$ cat src/rtl/eth_irq_status.sv
module eth_irq_status #(
  parameter int W = 8
) (
  input  logic         clk,
  input  logic         rst_n,
  input  logic         bus_wr,
  input  logic         bus_addr,
  input  logic [W-1:0] bus_wdata,
  output logic [W-1:0] bus_rdata,
  input  logic         rx_abort_nomem,
  input  logic         rx_abort_long,
  input  logic         rx_abort_discard,
  input  logic         alloc_start,
  input  logic         alloc_ok,
  input  logic         alloc_fail,
  input  logic         tx_fifo_empty,
  input  logic         txq_empty,
  input  logic         rxq_empty,
  input  logic         link_chg,
  input  logic         link_irq_en,
  input  logic         cnt_rollover,
  input  logic         tx_fatal,
  input  logic         tx_enable,
  output logic [W-1:0] status,
  output logic         irq,
  output logic         alloc_failed,
  output logic         txq_pop
);

  localparam int B_RX   = 0;
  localparam int B_TXD  = 1;
  localparam int B_TXE  = 2;
  localparam int B_ALOC = 3;
  localparam int B_OVRN = 4;
  localparam int B_PHY  = 5;

  logic [W-1:0] mask_q;
  logic         ovrn_q, txe_q, aloc_q;

  wire ack     = bus_wr && (bus_addr == 1'b0);
  wire mask_we = bus_wr && (bus_addr == 1'b1);
  wire ovrn_ev = rx_abort_nomem | rx_abort_long | rx_abort_discard;
  wire phy_sum = (link_chg & link_irq_en) | cnt_rollover | (tx_fatal & ~tx_enable);

  always_ff @(posedge clk) begin
    if (!rst_n) begin
      mask_q <= '0;
      ovrn_q <= 1'b0;
      txe_q  <= 1'b0;
      aloc_q <= 1'b0;
    end else begin
      if (mask_we) mask_q <= bus_wdata;
      ovrn_q <= ovrn_ev | (ovrn_q & ~(ack & bus_wdata[B_OVRN]));
      txe_q  <= tx_fifo_empty | (txe_q & ~(ack & bus_wdata[B_TXE]));
      if (alloc_ok)                       aloc_q <= 1'b1;
      else if (alloc_start || alloc_fail) aloc_q <= 1'b0;
    end
  end

  always_comb begin
    status         = '0;
    status[B_RX]   = ~rxq_empty;
    status[B_TXD]  = ~txq_empty;
    status[B_TXE]  = txe_q;
    status[B_ALOC] = aloc_q;
    status[B_OVRN] = ovrn_q;
    status[B_PHY]  = phy_sum;
  end

  assign irq          = |(status & mask_q);
  assign alloc_failed = ~aloc_q;
  assign txq_pop      = ack & bus_wdata[B_TXD] & ~txq_empty;
  assign bus_rdata    = bus_addr ? mask_q : status;

  assert_ovrn_set_R1: assert property (@(posedge clk) disable iff (!rst_n)
    ovrn_ev |=> status[B_OVRN]);

  assert_ovrn_hold_R2: assert property (@(posedge clk) disable iff (!rst_n)
    (status[B_OVRN] && !(ack && bus_wdata[B_OVRN])) |=> status[B_OVRN]);

  assert_alloc_set_R3: assert property (@(posedge clk) disable iff (!rst_n)
    alloc_ok |=> (status[B_ALOC] && !alloc_failed));

  assert_alloc_clear_R4: assert property (@(posedge clk) disable iff (!rst_n)
    ((alloc_start || alloc_fail) && !alloc_ok) |=> !status[B_ALOC]);

  assert_txe_set_R5: assert property (@(posedge clk) disable iff (!rst_n)
    tx_fifo_empty |=> status[B_TXE]);

  assert_pop_nonempty_R6: assert property (@(posedge clk) disable iff (!rst_n)
    txq_pop |-> (!txq_empty && bus_wr));

  assert_mask_write_R9: assert property (@(posedge clk) disable iff (!rst_n)
    mask_we |=> (bus_addr == 1'b0 || bus_rdata == $past(bus_wdata)));

endmodule

$ cat config.mk
export PLATFORM = sky130hd
export DESIGN_NAME = eth_irq_status
export DESIGN_NICKNAME = d
export VERILOG_FILES = /design/src/rtl/eth_irq_status.sv
export SDC_FILE = /design/constraint.sdc
export NUM_CORES = 1
export LEC_CHECK = 0
export ABC_CLOCK_PERIOD_IN_PS = 1900
export BUFFER_PORTS_ARGS = -buffer_cell sky130_fd_sc_hd__buf_2
export CELL_PAD_IN_SITES_DETAIL_PLACEMENT = 1
export CELL_PAD_IN_SITES_GLOBAL_PLACEMENT = 1
export CORE_UTILIZATION = 28
export CTS_CLUSTER_SIZE = 8
export DETAILED_ROUTE_END_ITERATION = 6
export GPL_ROUTABILITY_DRIVEN = 0
export PLACE_DENSITY = 0.85
export SYNTH_ARGS = -nofsm -noshare
export SYNTH_HDL_FRONTEND = slang
export SYNTH_SLANG_ARGS = --single-unit
$ cat constraint.sdc
create_clock -name clk -period 1.9 [get_ports clk]
set_input_delay 0.285 -clock clk [delete_from_list [all_inputs] [get_ports clk]]
set_output_delay 0.285 -clock clk [all_outputs]
set_load 0.01 [all_outputs]
## Word-level counts from Yosys, hierarchy flattened

Index checks and enable logic that the tools add are counted.

- Add/sub/neg operators: 0
- Multipliers: 0
- Divide/modulo/power cells: 0
- Order comparisons: 0
- Eq/ne operators: 0
- Shift operators: 0
- Multiplexer cells: 3
- Bitwise gates (word level): 22
- Reductions and logical operators: 5

Operator list:

| kind | number |
|---|---|
| $and A1 B1 Y1 | 8 |
| $and A6 B8 Y8 | 1 |
| $mux W8 | 1 |
| $reduce_or A8 Y1 | 1 |
| $not A1 Y1 | 7 |
| $or A1 B1 Y1 | 6 |
| $logic_and A1 B1 Y1 | 2 |
| $mux W1 | 2 |
| $reduce_bool A2 Y1 | 1 |
| $logic_or A1 B1 Y1 | 1 |

- Flip-flop bits (word level): 11
- Latch bits: 0
- Bits in writable memories: 0
- Bits in read-only memories: 0
- Input bits: 26
- Output and inout bits: 19
- Word-level logic and storage cells: 34
- Memories kept: 0

## Logic depth before layout (Yosys ltp)

- Depth in word-level cells: 6
- Mapped depth: 4
- Gate-level depth less buffers: 3

## Worst setup path before layout

OpenSTA, ideal clock, no wires.

- Path kind: input to output
- Start point: in tx_enable
- End point: out irq
- Arrival: 0.989 ns
- Data required time: 1.615 ns
- Path slack: 0.626 ns
- Cell stages on the path: 3
- Buffers on the path: 0
- Cells stage by stage: inv_1 > a221o_1 > a211o_1

- Word-level cells in the longest chain between the ends: 5

RTL lines:

| what | RTL line | RTL |
|---|---|---|
| from (decl) | 23 | `input logic tx_enable,` |
| $not A1 Y1 | 43 | `wire phy_sum = (link_chg & link_irq_en) \| cnt_rollover \| (tx_fatal & ~tx_enable);` |
| $and A1 B1 Y1 | 43 |  |
| $or A1 B1 Y1 | 43 |  |
| net phy_sum | 43 |  |
| $and A6 B8 Y8 | 70 | `assign irq = \|(status & mask_q);` |
| $reduce_or A8 Y1 | 70 |  |
| to (decl) | 25 | `output logic irq,` |

The timed path passes the listed nets, and every way through them passes these cells.

## Worst setup path after layout

- Start point: in tx_enable
- End point: out irq

- Word-level cells in the longest chain between the ends: 5

RTL lines:

| what | RTL line |
|---|---|
| $not A1 Y1 | 43 |
| $and A1 B1 Y1 | 43 |
| $or A1 B1 Y1 | 43 |
| $and A6 B8 Y8 | 70 |
| $reduce_or A8 Y1 | 70 |

Every way passes these cells.

==> metrics.md <==
| Metric | Value |
|---|---|
| Iter 0 DRT Violations | 5 |
| CP startpoint kind | input pin |
| # diodes | 0 |
| Dpl hpwl | 1.327 mm |
| Die W | 49.46 um |
| Period utilization | 0.7711 |
| Asr flop ratio synth | 0 |
| Top-count cell post-synth | nand2_1 |
| Pre-Repair DR Iteration Count | 2 |
| Dominant cells by area after synthesis | dfxtp_1 (35%), a21boi_0 (11%), buf_4 (9.5%), nand2_1 (7.7%), nand3_1 (6.3%) |
| H-tree depth | 1 |
| DR vias/cell | 4.479 |
| Via count | 636 |
| Area share of the largest cell type after synthesis | 0.3492 |
| CTS tree | done |
| Clk pwr share | 0.295 |
| Cts bufs inserted | 3 |
| Sequential share of the synthesized area | 0.3492 |
| Crit. End Element | output pin |
| Cells after synthesis | 78 |
| Status | complete, no violations |
| Final WL | 1.648 mm |
| Total overflow reported by the global router | 0 |
| Simple-gate share of the synthesized area | 0.2004 |
| # IOs | 45 |
| Synth Area in Compound Gates | 0.2143 |
| Highest ir drop seen on vdd | 0.3925 mV |
| Root buffer cell | clkbuf_4 |
| Bufs and invs on worst path | 3 |
| Post-synth top cells | nand2_1 (13), dfxtp_1 (11), a21boi_0 (9), buf_4 (8), nand3_1 (8) |
| # hold bufs at CTS | 0 |
| Net Switching | 141.3 uW |
| CP Cell Sequence | buf_2 > inv_1 > a221o_1 > a211o_1 > buf_2 |
| First-pass GRT wire length | 2.622 mm |
| Multiplexer share of the synthesized area | 0.08532 |
| Highest clock rate | 0.6825 GHz |
| Critical Path RT | 1.62 ns |
| Share of cells above drive strength 1 | 0.4261 |
| Leakage | 0.0004189 uW |
| Sw Share | 0.2703 |
| Layout area overhead | 32.54% |
| Most frequently used flop master after synthesis | dfxtp_1 |
| Crit-path max FO | 3 |
| Nets | 142 |
| Pwr dens | 625.6 nW/um^2 |
| Yosys top cell by area | dfxtp_1 |
| Reg clk slew, reported paths | 0.06 ns |
| Worst skew pair latency | 0.26 ns |
| DRC | 0 |
| Core Rows | 16 |
| Hold Path Class | in -> reg |
| Post-CTS Setup Inserts | 0 |
| Largest net degree at the start of global routing | 20 |
| EDFF count, synth | 0 |
| Final Skew | 0 ns |
| Synth unique cells | 24 |
| Crit path top cell by count | buf_2 |
| Biggest cell delay along the critical path | 0.36 ns |
| PortBufs | 42 |
| Post-Synth XOR/XNOR Area | 0 |
| Crit-path slowest cell | a221o_1 |
| Finished Core Util | 0.4093 |
| Die area | 2446 um^2 |
| WP data arrival | 1.18 ns |
| Cell Int Power | 381.6 uW |
| Maxcap violations | 0 |
| Synth warnings | 0 |
| Initial Util | 0.3088 |
| DRT antenna net count | 0 |
| #FFs+latches synth | 11 |
| Netlist Area Pre-Place | 630.6 um^2 |
| # clock sinks | 11 |
| Final setup fails | 0 |
| Core Region | 2042 um^2 |
| Flop pwr share | 0.480 |
| Main combinational cell family by area after synthesis | compound AO/OA/AOI/OAI gates |
| Per-cell routed wire length | 11.61 um |
| CTS resizes | 0 |
| Critical path type | in -> out |
| CP top delay family | compound AO/OA/AOI/OAI gates |
| Max-slew violations | 0 |
| Antenna violations before repair | 0 |
| Fin Setup TNS | 0 ns |
| RSZ-0062 raised after global routing | false |
| Comb power frac | 0.226 |
| Adder-Cell Fraction of Synth Area | 0 |
| Endpoints failing hold | 0 |
| Total track usage | 0.1438 |
| Number of global-route vias before repair | 579 |
| Die Ht | 49.46 um |
| Bufs on Longest Clock Path | 2 |
| Synth Area per Inst | 8.085 um^2 |
| Min Tclk post-route | 1.465 ns |
final cells by class:
cell class / count / area (um^2)
timing repair buffer: 42 / 210.2
multi-input combinational: 52 / 322.8
fill: 279 / 1206
tap: 27 / 33.78
clock buffer: 4 / 26.28
inverter: 6 / 22.52
sequential: 11 / 220.2
logic make-up (layout without fill, tap and decap cells):
| group | Yosys count | count (layout) |
|---|---|---|
| AO/OA/AOI/OAI | 18 | 18 |
| buffers and inverters | 16 | 52 |
| flip-flops | 11 | 11 |
| multiplexers | 5 | 5 |
| other | 1 | 2 |
| AND/OR/NAND/NOR | 27 | 27 |
registers in the layout, summed over array words and instances, names as in the netlist:
name / count
txe_q: 1
ovrn_q: 1
aloc_q: 1
mask_q: 8
stage by stage:
stage	area, um^2	hold slack (ns)	setup WS [ns]	total power, uW	std cells
finish	835.8	0.2354	0.4349	522.9	142
global route	835.8	0.2266	0.3890	562.2	142
CTS	835.8	0.2248	0.4271	534.4	142
detailed placement	809.5	0.4592	0.4301	375.8	138
global placement	809.5	0.4464	0.4608	370.4	138
floorplan	634.4	0.4089	0.6256	330.1	79
power groups by stage:
stage / clock [uW] / sequential, uW / combinational, uW
floorplan: 0 / 254 / 76.1
detailed placement: 0 / 256 / 120
global placement: 0 / 255 / 115
global route: 178 / 253 / 131
CTS: 163 / 251 / 120
finish: 154 / 251 / 118
per-layer routing:
layer  track usage  vias to the layer above  share of wire
met2        0.2489                       26           0.49
met1        0.1547                      278           0.41
met5             0                        -              0
met3       0.07716                        2          0.095
met4       0.02857                        0         0.0036
li1              -                      330              -
cells in the final DEF, fill, tap and decap left out:
master,Yosys,final
a21oi_1,1,1
and3_1,1,1
clkbuf_4,0,3
a221o_1,1,1
nor2b_2,1,1
a211o_1,1,1
o21ai_0,2,2
nand3_1,8,8
o41a_1,1,1
o21a_1,1,1
mux2i_1,2,2
nor2_1,1,1
conb_1,1,2
dfxtp_1,11,11
a21boi_1,1,1
mux2_2,3,3
clkbuf_1,1,1
buf_2,1,42
inv_1,6,6
o211ai_1,1,1
a21boi_0,9,9
nor2b_1,1,1
nand2_1,13,13
and2_1,2,2
worst paths after layout:
check | startpoint | end | slack, ns | depth (start not counted)
hold reg to reg | mask_q[6] | mask_q[6] | 0.46 | 2
setup / recovery | tx_enable | irq | 0.43 | 5
setup reg to reg | ovrn_q | ovrn_q | 0.99 | 2
hold / removal | tx_fifo_empty | txe_q | 0.24 | 2
No activity file was read; power rests on OpenSTA's default activity.
